==> config.mk <==
export PLATFORM = sky130hd
export DESIGN_NAME = hb_decim8
export DESIGN_NICKNAME = d
export VERILOG_FILES = /design/src/rtl/hbd_pkg.sv /design/src/rtl/hb_stage.sv /design/src/rtl/settle_tracker.sv /design/src/rtl/hb_decim8.sv
export SDC_FILE = /design/constraint.sdc
export NUM_CORES = 1
export LEC_CHECK = 0
export ABC_AREA = 1
export BUFFER_PORTS_ARGS = -buffer_cell sky130_fd_sc_hd__buf_4
export CAP_MARGIN = 0
export CORE_ASPECT_RATIO = 1.75
export CORE_MARGIN = 1.5
export CORE_UTILIZATION = 55
export CTS_BUF_LIST = sky130_fd_sc_hd__clkbuf_16
export DETAILED_ROUTE_END_ITERATION = 6
export PLACE_DENSITY = 0.71
export REMOVE_ABC_BUFFERS = 1
export SYNTH_ARGS = -nofsm -noshare
export SYNTH_HDL_FRONTEND = slang
export SYNTH_SLANG_ARGS = --single-unit
==> constraint.sdc <==
create_clock -name clk -period 15.3 [get_ports clk]
set_input_delay 2.295 -clock clk [delete_from_list [all_inputs] [get_ports clk]]
set_output_delay 2.295 -clock clk [all_outputs]
set_load 0.02 [all_outputs]
==> src/rtl/hbd_pkg.sv <==
// Package hbd_pkg
// Shared constants and elaboration-time helpers for the half-band decimator.
// Assumes every stage uses the same 7-tap kernel (-1,0,9,16,9,0,-1)/32.
package hbd_pkg;
    localparam int HB_TAPS  = 7;             // kernel length
    localparam int HB_HIST  = HB_TAPS - 1;   // stored past samples
    localparam int HB_SHIFT = 5;             // kernel gain is 2**HB_SHIFT
    localparam int HB_GUARD = 7;             // accumulator guard bits

    // Edge index after a sync at which the last stage's window first holds
    // only post-sync data: first output edge plus (taps+1)/2-1 output periods.
    function automatic int settle_edges(input int n_stg, input int taps);
        int f;
        f = 2;
        for (int s = 2; s <= n_stg; s++) f = f + 1 + (1 << (s - 1));
        return f + (1 << n_stg) * ((taps + 1) / 2 - 1);
    endfunction
endpackage

==> src/rtl/hb_stage.sv <==
// Module hb_stage
// One half-band decimate-by-two stage. It shifts in a sample on every in_vld,
// toggles its phase bit, and on the odd phase registers the rounded, saturated
// kernel output. Assumes in_vld never comes on two consecutive cycles after
// stage one. clr acts like reset.
module hb_stage
    import hbd_pkg::*;
#(
    parameter int W = 16
) (
    input  logic                clk,
    input  logic                rst_n,
    input  logic                clr,
    input  logic                in_vld,
    input  logic signed [W-1:0] in_d,
    output logic                out_vld,
    output logic signed [W-1:0] out_d
);
    localparam int AW = W + HB_GUARD;
    localparam logic signed [AW-1:0] MAXV = {{(AW-W+1){1'b0}}, {(W-1){1'b1}}};
    localparam logic signed [AW-1:0] MINV = {{(AW-W+1){1'b1}}, {(W-1){1'b0}}};
    localparam logic signed [AW-1:0] RND_HALF = AW'(1) <<< (HB_SHIFT - 1);

    logic signed [W-1:0]  hist [HB_HIST];
    logic                 phase;
    logic signed [AW-1:0] win  [HB_TAPS];
    logic signed [AW-1:0] near_sum, acc, rnd;
    logic signed [W-1:0]  sat_d;

    // Build the sign-extended window with the incoming sample as newest tap.
    always_comb begin
        win[0] = {{(AW-W){in_d[W-1]}}, in_d};
        for (int i = 1; i < HB_TAPS; i++)
            win[i] = {{(AW-W){hist[i-1][W-1]}}, hist[i-1]};
    end

    // Shift-add kernel, round half up, then saturate to W bits.
    always_comb begin
        near_sum = win[2] + win[4];
        acc      = (win[3] <<< 4) + (near_sum <<< 3) + near_sum - win[0] - win[6];
        rnd      = (acc + RND_HALF) >>> HB_SHIFT;
        if (rnd > MAXV)      sat_d = MAXV[W-1:0];
        else if (rnd < MINV) sat_d = MINV[W-1:0];
        else                 sat_d = rnd[W-1:0];
    end

    // History shift, phase toggle and decimated output register.
    always_ff @(posedge clk) begin
        if (!rst_n || clr) begin
            for (int i = 0; i < HB_HIST; i++) hist[i] <= '0;
            phase   <= 1'b0;
            out_vld <= 1'b0;
            out_d   <= '0;
        end else begin
            out_vld <= in_vld && phase;
            if (in_vld) begin
                hist[0] <= in_d;
                for (int i = 1; i < HB_HIST; i++) hist[i] <= hist[i-1];
                phase <= ~phase;
                if (phase) out_d <= sat_d;
            end
        end
    end


    dec_gap_chk: assert property (@(posedge clk) disable iff (!rst_n)
        out_vld |=> !out_vld)
        else $error("stage strobe on consecutive cycles");


    vld_src_chk: assert property (@(posedge clk) disable iff (!rst_n)
        out_vld |-> $past(in_vld) && !$past(clr))
        else $error("stage strobe without an input");
endmodule

==> src/rtl/settle_tracker.sv <==
// Module settle_tracker
// Counts edges since the last clear and flags when LIMIT is reached.
// Assumes LIMIT > 0. The count saturates, so the flag stays high until cleared.
module settle_tracker #(
    parameter int LIMIT = 34
) (
    input  logic clk,
    input  logic rst_n,
    input  logic clr,
    output logic settled
);
    localparam int CW = $clog2(LIMIT + 1);
    localparam logic [CW-1:0] LIM = CW'(LIMIT);

    logic [CW-1:0] cnt;

    // Saturating edge counter, restarted by clear or reset.
    always_ff @(posedge clk) begin
        if (!rst_n || clr)  cnt <= '0;
        else if (cnt != LIM) cnt <= cnt + 1'b1;
    end

    assign settled = (cnt == LIM);


    settled_hold_chk: assert property (@(posedge clk) disable iff (!rst_n)
        (settled && !clr) |=> settled)
        else $error("settled dropped without a clear");
endmodule

==> src/rtl/hb_decim8.sv <==
// Module hb_decim8
// Top of the decimation chain: N_STG half-band stages in series, with a
// shared clear from sync or init, and a settle flag. Assumes one valid input
// word per clock. With the defaults the chain decimates by eight.
module hb_decim8
    import hbd_pkg::*;
#(
    parameter int W     = 16,
    parameter int N_STG = 3
) (
    input  logic                clk,
    input  logic                rst_n,
    input  logic                sync,
    input  logic                init,
    input  logic signed [W-1:0] in_d,
    output logic signed [W-1:0] out_d,
    output logic                out_vld,
    output logic                settled
);
    localparam int DEC    = 1 << N_STG;
    localparam int SETTLE = settle_edges(N_STG, HB_TAPS);
    localparam int GW     = $clog2(DEC) + 2;

    logic                clr;
    logic                vld [N_STG+1];
    logic signed [W-1:0] dat [N_STG+1];

    assign clr    = sync | init;
    assign vld[0] = 1'b1;
    assign dat[0] = in_d;

    // One half-band stage per decimation step.
    for (genvar s = 0; s < N_STG; s++) begin : g_stage
        hb_stage #(.W(W)) u_stage (
            .clk    (clk),
            .rst_n  (rst_n),
            .clr    (clr),
            .in_vld (vld[s]),
            .in_d   (dat[s]),
            .out_vld(vld[s+1]),
            .out_d  (dat[s+1])
        );
    end

    settle_tracker #(.LIMIT(SETTLE)) u_settle (
        .clk    (clk),
        .rst_n  (rst_n),
        .clr    (clr),
        .settled(settled)
    );

    assign out_vld = vld[N_STG];
    assign out_d   = dat[N_STG];

    // Checker state: cycles since the previous output strobe.
    logic [GW-1:0] gap;
    logic          seen;
    always_ff @(posedge clk) begin
        if (!rst_n || clr) begin
            gap  <= '0;
            seen <= 1'b0;
        end else if (out_vld) begin
            gap  <= '0;
            seen <= 1'b1;
        end else if (gap != '1) begin
            gap <= gap + 1'b1;
        end
    end


    out_period_chk: assert property (@(posedge clk) disable iff (!rst_n)
        (out_vld && seen) |-> gap == GW'(DEC - 1))
        else $error("output strobe period is not DEC");


    sync_clear_chk: assert property (@(posedge clk) disable iff (!rst_n)
        sync |=> (!out_vld && out_d == '0 && !settled))
        else $error("sync did not clear the chain");


    init_clear_chk: assert property (@(posedge clk) disable iff (!rst_n)
        init |=> (!out_vld && out_d == '0 && !settled))
        else $error("init did not clear the chain");


    settle_align_chk: assert property (@(posedge clk) disable iff (!rst_n)
        $rose(settled) |-> out_vld)
        else $error("settled rose off an output strobe");
endmodule

=== Word level (Yosys, flattened, before mapping) ===
Memory sizes are Yosys's and may differ from the RTL's.
Cells that the tools add are included.

* Add/sub/neg operators: 19
* Bitwise logic cells: 22
* Equality and inequality tests: 2
* Muxes and demuxes: 33
* Order comparisons: 6
* Reduce and logical (&&, ||, !) cells: 6

{| class="wikitable"
|+ Operators with widths
! cell !! number
|-
| $mux 16 || 24
|-
| $sub 23x16->23 || 6
|-
| $add 23x6->23 const B || 3
|-
| $add 21x17->22 || 3
|-
| $add 20x20->21 || 3
|-
| $gt 18x16->1 const B || 3
|-
| $lt 18x16->1 const B || 3
|-
| $add 16x16->17 || 3
|-
| $or 1x1->1 || 19
|-
| $mux 1 || 9
|-
| $add 6x1->6 const B || 1
|-
| $eq 6x6->1 const B || 1
|-
| $ne 6x6->1 const B || 1
|-
| $reduce_and 2->1 || 2
|-
| $not 1->1 || 3
|-
| $logic_and 1x1->1 || 2
|-
| $logic_not 1->1 || 1
|-
| $logic_or 1x1->1 || 1
|}

* Logic and storage cells: 101
* Input bits: 20
* Output and inout port bits: 18
* Memories: 3
* Memory bits (writable): 288
* Register bits: 60

{| class="wikitable"
|+ Memories
! memory !! words !! width !! rd ports !! clocked after Yosys merged registers in !! write ports !! RTL line !! source
|-
| g_stage[0].u_stage.hist || 6 || 16 || 6 || 0 || 6 || hb_stage.sv:24 || <nowiki>logic signed [W-1:0] hist [HB_HIST];</nowiki>
|-
| g_stage[1].u_stage.hist || 6 || 16 || 6 || 0 || 6 || hb_stage.sv:24 ||
|-
| g_stage[2].u_stage.hist || 6 || 16 || 6 || 0 || 6 || hb_stage.sv:24 ||
|}

=== Depth between registers and ports, before layout ===
An unclocked memory read counts as a cell.

* Word-level depth: 10
* Depth in mapped cells: 42
* Mapped depth without buffers: 41

=== Modules after synthesis ===
A second synthesis with hierarchy kept.

* Cells, all modules: 2,817
* Area, all modules: 24,506.0 um^2

{| class="wikitable"
|+ Modules (own cells, without submodules)
! module !! sequential area each (um^2) !! cells an instance !! area each (um^2) !! times used
|-
| hb_stage (g_stage[0].u_stage) || 3,243.1 || 944 || 8,216.6 || 1
|-
| hb_stage (g_stage[1].u_stage) || 3,243.1 || 919 || 8,001.4 || 1
|-
| hb_stage (g_stage[2].u_stage) || 3,243.1 || 909 || 7,971.4 || 1
|-
| settle_tracker || 120.1 || 41 || 301.5 || 1
|-
| hb_decim8 || 0.0 || 4 || 15.0 || 1
|}

=== Worst setup path before layout ===
No wires, ideal clock.

* Path type: flip-flop to flip-flop
* From: memory g_stage[0].u_stage.hist[1][0] (netlist: g_stage[0].u_stage.hist[0][16])
* To: register g_stage[0].u_stage.out_d[5]
* Setup time: 0.112 ns
* Setup slack: 9.330 ns
* Path buffers: 1
* Arrival time: 5.858 ns
* Period minus slack after synthesis: 5.970 ns
* Required time: 15.188 ns
* Cell stages (with the launch flop): 35
* Cells stage by stage: dfxtp_1 > ha_1 > inv_1 > fa_1 > o31ai_1 > xor2_1 > fa_1 > inv_1 > ha_1 > inv_1 > fa_1 > o21ai_1 > a21oi_1 > o21ai_1 > a21boi_0 > o21ai_1 > xor2_1 > fa_1 > ha_1 > ha_1 > nand2_1 > inv_1 > nand2_1 > nand2_1 > nand2_1 > nand3_1 > a21oi_1 > nand3b_1 > nand2_1 > inv_2 > nand2_2 > buf_6 > nand2_1 > nand2_1 > nand2_1

{| class="wikitable"
|+ RTL lines
! item !! RTL line !! source
|-
| start: declaration || hb_stage.sv:24 ||
|-
| end signal: assignment || hb_stage.sv:60 || <nowiki>if (phase) out_d <= sat_d;</nowiki>
|-
| end: declaration || hb_stage.sv:17 || <nowiki>output logic signed [W-1:0] out_d</nowiki>
|}

==> run_results.csv <==
group,metric,value,unit
status,status,"complete, no violations",
logic_synthesis,ys.flop_type,"edfxtp_1",
logic_synthesis,synth_top_area_share,0.235,
floorplanning,die_x,163,um
timing,fin_crit_sh,0.475,
floorplanning,core,0.0442,mm^2
floorplanning,fp.dieH,282,um
setup_path,start_kind,"register",
routing,routed_wl,56000,um
logic_synthesis,synth_cells,3029,
job,cap_violations,0,
power,power.leakage,12.6,nW
routing,avgViaCountPerCell,5.09,
power,seq_power_share,0.318,
power,p_comb_frac,0.385,
final_layout,final_layout_size_suffix_gt1_frac,0.0588,
place,dp_slack,8.16,ns
setup_path,path_class,"register to register",
timing,setup_viol_count_final,0,
timing,slew_viol_final,0,
final_layout,area_growth,8.00,%
logic_synthesis,synth.cell_area,0.0245,mm^2
final_layout,diodes,0,
routing,drc,0,
routing,wl_per_cell,15.4,um
cts,hold_buffers,0,
routing,dr.first_iter.drc_count,969,
global_routing,grt_usage,0.251,
cts,cts_tree,"yes",
logic_synthesis,syn-mean-instance-area,8.10,um^2
timing,timing.final.ws_setup,8.03,ns
logic_synthesis,synth_largest_area_cell,"edfxtp_1",
logic_synthesis,synth_cell_types,45,
cts,post_cts_buffers,0,
setup_path,required,15.69,ns
power,p_clk_frac,0.297,
cts,cts_max_level,2,
power,irDropWorstVdd,109,uV
setup_path,cp_slowest_stage_delay,0.47,ns
worst_hold_path,hp-class,"register to register",
logic_synthesis,seq_area_frac_synth,0.362,
place,io_buffers,37,
logic_synthesis,async_flop_share,0,
routing,antenna_left,0,
routing,via_count,18600,
timing,tns,0,ns
logic_synthesis,yosysWarnings,0,
cts,clock_path_buffers,3,
timing,slew_headroom,0.315,
global_routing,grt_max_degree,97,
logic_synthesis,synth_area_leaders,"edfxtp_1 (23%), dfxtp_1 (13%), ha_1 (12%), inv_1 (10%), nand2_1 (8.8%)",
timing,period_minus_slack,7.27,ns
final_layout,fillers,4003,
global_routing,overflow,0,
cts,root_buffer,"clkbuf_16",
setup_path,crit_fanout,15,
setup_path,crit_top_cell,"nand2_1",
power,internal_power,1.98,mW
floorplanning,rows,102,
floorplanning,initial_utilization,0.556,
place,dp_hpwl,45300,um
cts,numCtsBuffers,37,
cts,cts_resized,0,
timing,fmax,138,MHz
cts,clock_latency,0.54,ns
power,p_sw,1.21,mW
place,gp_congestion,0.956,
logic_synthesis,yosys_register_bits,348,
power,p_per_area,120,mW/mm^2
setup_path,cp-end-kind,"register",
setup_path,cp.arrival,7.65,ns
setup_path,crit_family,"adder cells",
cts,clkTransAtPathRegs,0.07,ns
setup_path,critPathSlowestCell,"fa_1",
power,total_power,3.19,mW
timing,rsz0062_at_grt,"false",
logic_synthesis,synth-edff-count,192,
floorplanning,dieArea,0.0459,mm^2
final_layout,post-route-util,0.600,
global_routing,grt_pass1_vias,19100,
routing,first_pass_iters,6,
cts,clock_sinks,348,
global_routing,grt_pass1_wl,91800,um
setup_path,crit_buf_inv,3,
timing,finClkSkew,0.0220,ns
final_layout,fin_nets,3410,
global_routing,antenna_found_initial,0,
timing,final_hold_viol_count,0,
timing,tightest_slew,1.02,ns
power,swShare,0.379,
floorplanning,pin_count,38,
[synth_stat cells (all sizes together) (2+ instances only)]
cell type  instances
a21boi             5
a21o              12
a21oi            168
a221oi             3
a31oi              7
and2               4
buf               25
clkbuf            36
dfxtp            156
edfxtp           192
fa               107
ha               234
inv              672
nand2            602
nand3             78
nand3b             5
nand4             32
nor2             404
nor3              23
o211ai             6
o21ai             98
o21bai            18
o31ai              4
or2                2
xnor2             41
xor2              92
[worst paths after layout]
kind | startpoint | end | slack [ns] | cells past startpoint
setup / recovery | g_stage[2].u_stage.hist[0][16]$_SDFFCE_PN0P_ | g_stage[2].u_stage.out_d[13]$_SDFFE_PP0P_ | 8.03 | 31
hold / removal | g_stage[0].u_stage.hist[0][9]$_SDFF_PP0_ | g_stage[0].u_stage.hist[0][25]$_SDFF_PP0_ | 0.41 | 2
setup reg to reg | g_stage[2].u_stage.hist[0][16]$_SDFFCE_PN0P_ | g_stage[2].u_stage.out_d[13]$_SDFFE_PP0P_ | 8.03 | 31
hold reg to reg | g_stage[0].u_stage.hist[0][9]$_SDFF_PP0_ | g_stage[0].u_stage.hist[0][25]$_SDFF_PP0_ | 0.41 | 2
[state kept, by name, summed over array words and instances, names as in the netlist]
| register | cells |
|---|---|
| g_stage.u_stage.hist | 288 |
| g_stage.u_stage.out_d | 48 |
| u_settle.cnt | 6 |
| g_stage.u_stage.out_vld | 3 |
| g_stage.u_stage.phase | 3 |
[through the flow]
stage / hold slack (ns) / area [um^2] / instances
detailed placement: 0.402 / 25200 / 3582
CTS: 0.411 / 26500 / 3648
global placement: 0.395 / 25200 / 3582
finish: 0.407 / 26500 / 3648
global route: 0.427 / 26500 / 3648
floorplan: 0.394 / 24200 / 2968
[power groups by stage]
| stage | Clock [mW] | Sequential [mW] | Combinational (mW) |
|---|---|---|---|
| detailed placement | 0 | 1.03 | 1.23 |
| floorplan | 0 | 1.03 | 0.944 |
| CTS | 0.964 | 1.01 | 1.23 |
| global placement | 0 | 1.03 | 1.22 |
| finish | 0.946 | 1.01 | 1.23 |
| global route | 0.995 | 1.02 | 1.39 |
[final cells by class]
cell class              instances  area [um^2]  area share
clock buffers                  37          926      0.0349
clock inverters                29          329      0.0124
inverters                     672         2520      0.0952
multi-input cells            1948        12800       0.483
flip-flops and latches        348         8890       0.335
well taps                     572          716      0.0270
repair buffers                 42          315      0.0119
[logic make-up (layout without fill, tap and decap cells)]
family,after synthesis,in the layout,share of synthesized area
buffers and inverters,733,780,0.117
AO/OA/AOI/OAI,323,323,0.0757
flip-flops,348,348,0.362
XOR/XNOR,133,133,0.0475
adder cells (fa/ha/maj),341,341,0.207
AND/OR/NAND/NOR,1151,1151,0.191
[tightest hold or removal path, delay by kind of cell (launching register included)]
| kind | cells | cell delay (ns) |
|---|---|---|
| flip-flops | 1 | 0.30 |
| buffers and inverters | 1 | 0.04 |
| AND/OR/NAND/NOR | 1 | 0.03 |
[cell usage in the layout (no fill, tap or decap), types with 10 or more instances in the layout]
master     instances
nor2_1           396
ha_1             234
nand3_1           76
o21ai_1           10
xnor2_1           41
a21oi_2           20
edfxtp_1         192
xor2_1            92
nor3_1            21
o21ai_0           87
dfxtp_1          156
inv_2             10
clkbuf_16         37
nand2_2           27
a21o_1            12
o21bai_1          18
inv_1            665
fa_1             107
nand4_1           32
a21oi_1          146
nand2_1          570
buf_4             42
[per-layer routing]
layer,track usage,up-vias,share of wire
met4,0.120,0,0.049
met3,0.0235,129,0.022
met2,0.507,292,0.55
met1,0.252,8696,0.37
li1,-,9439,-
met5,0,-,0
Power figures use the tool's default switching activity.
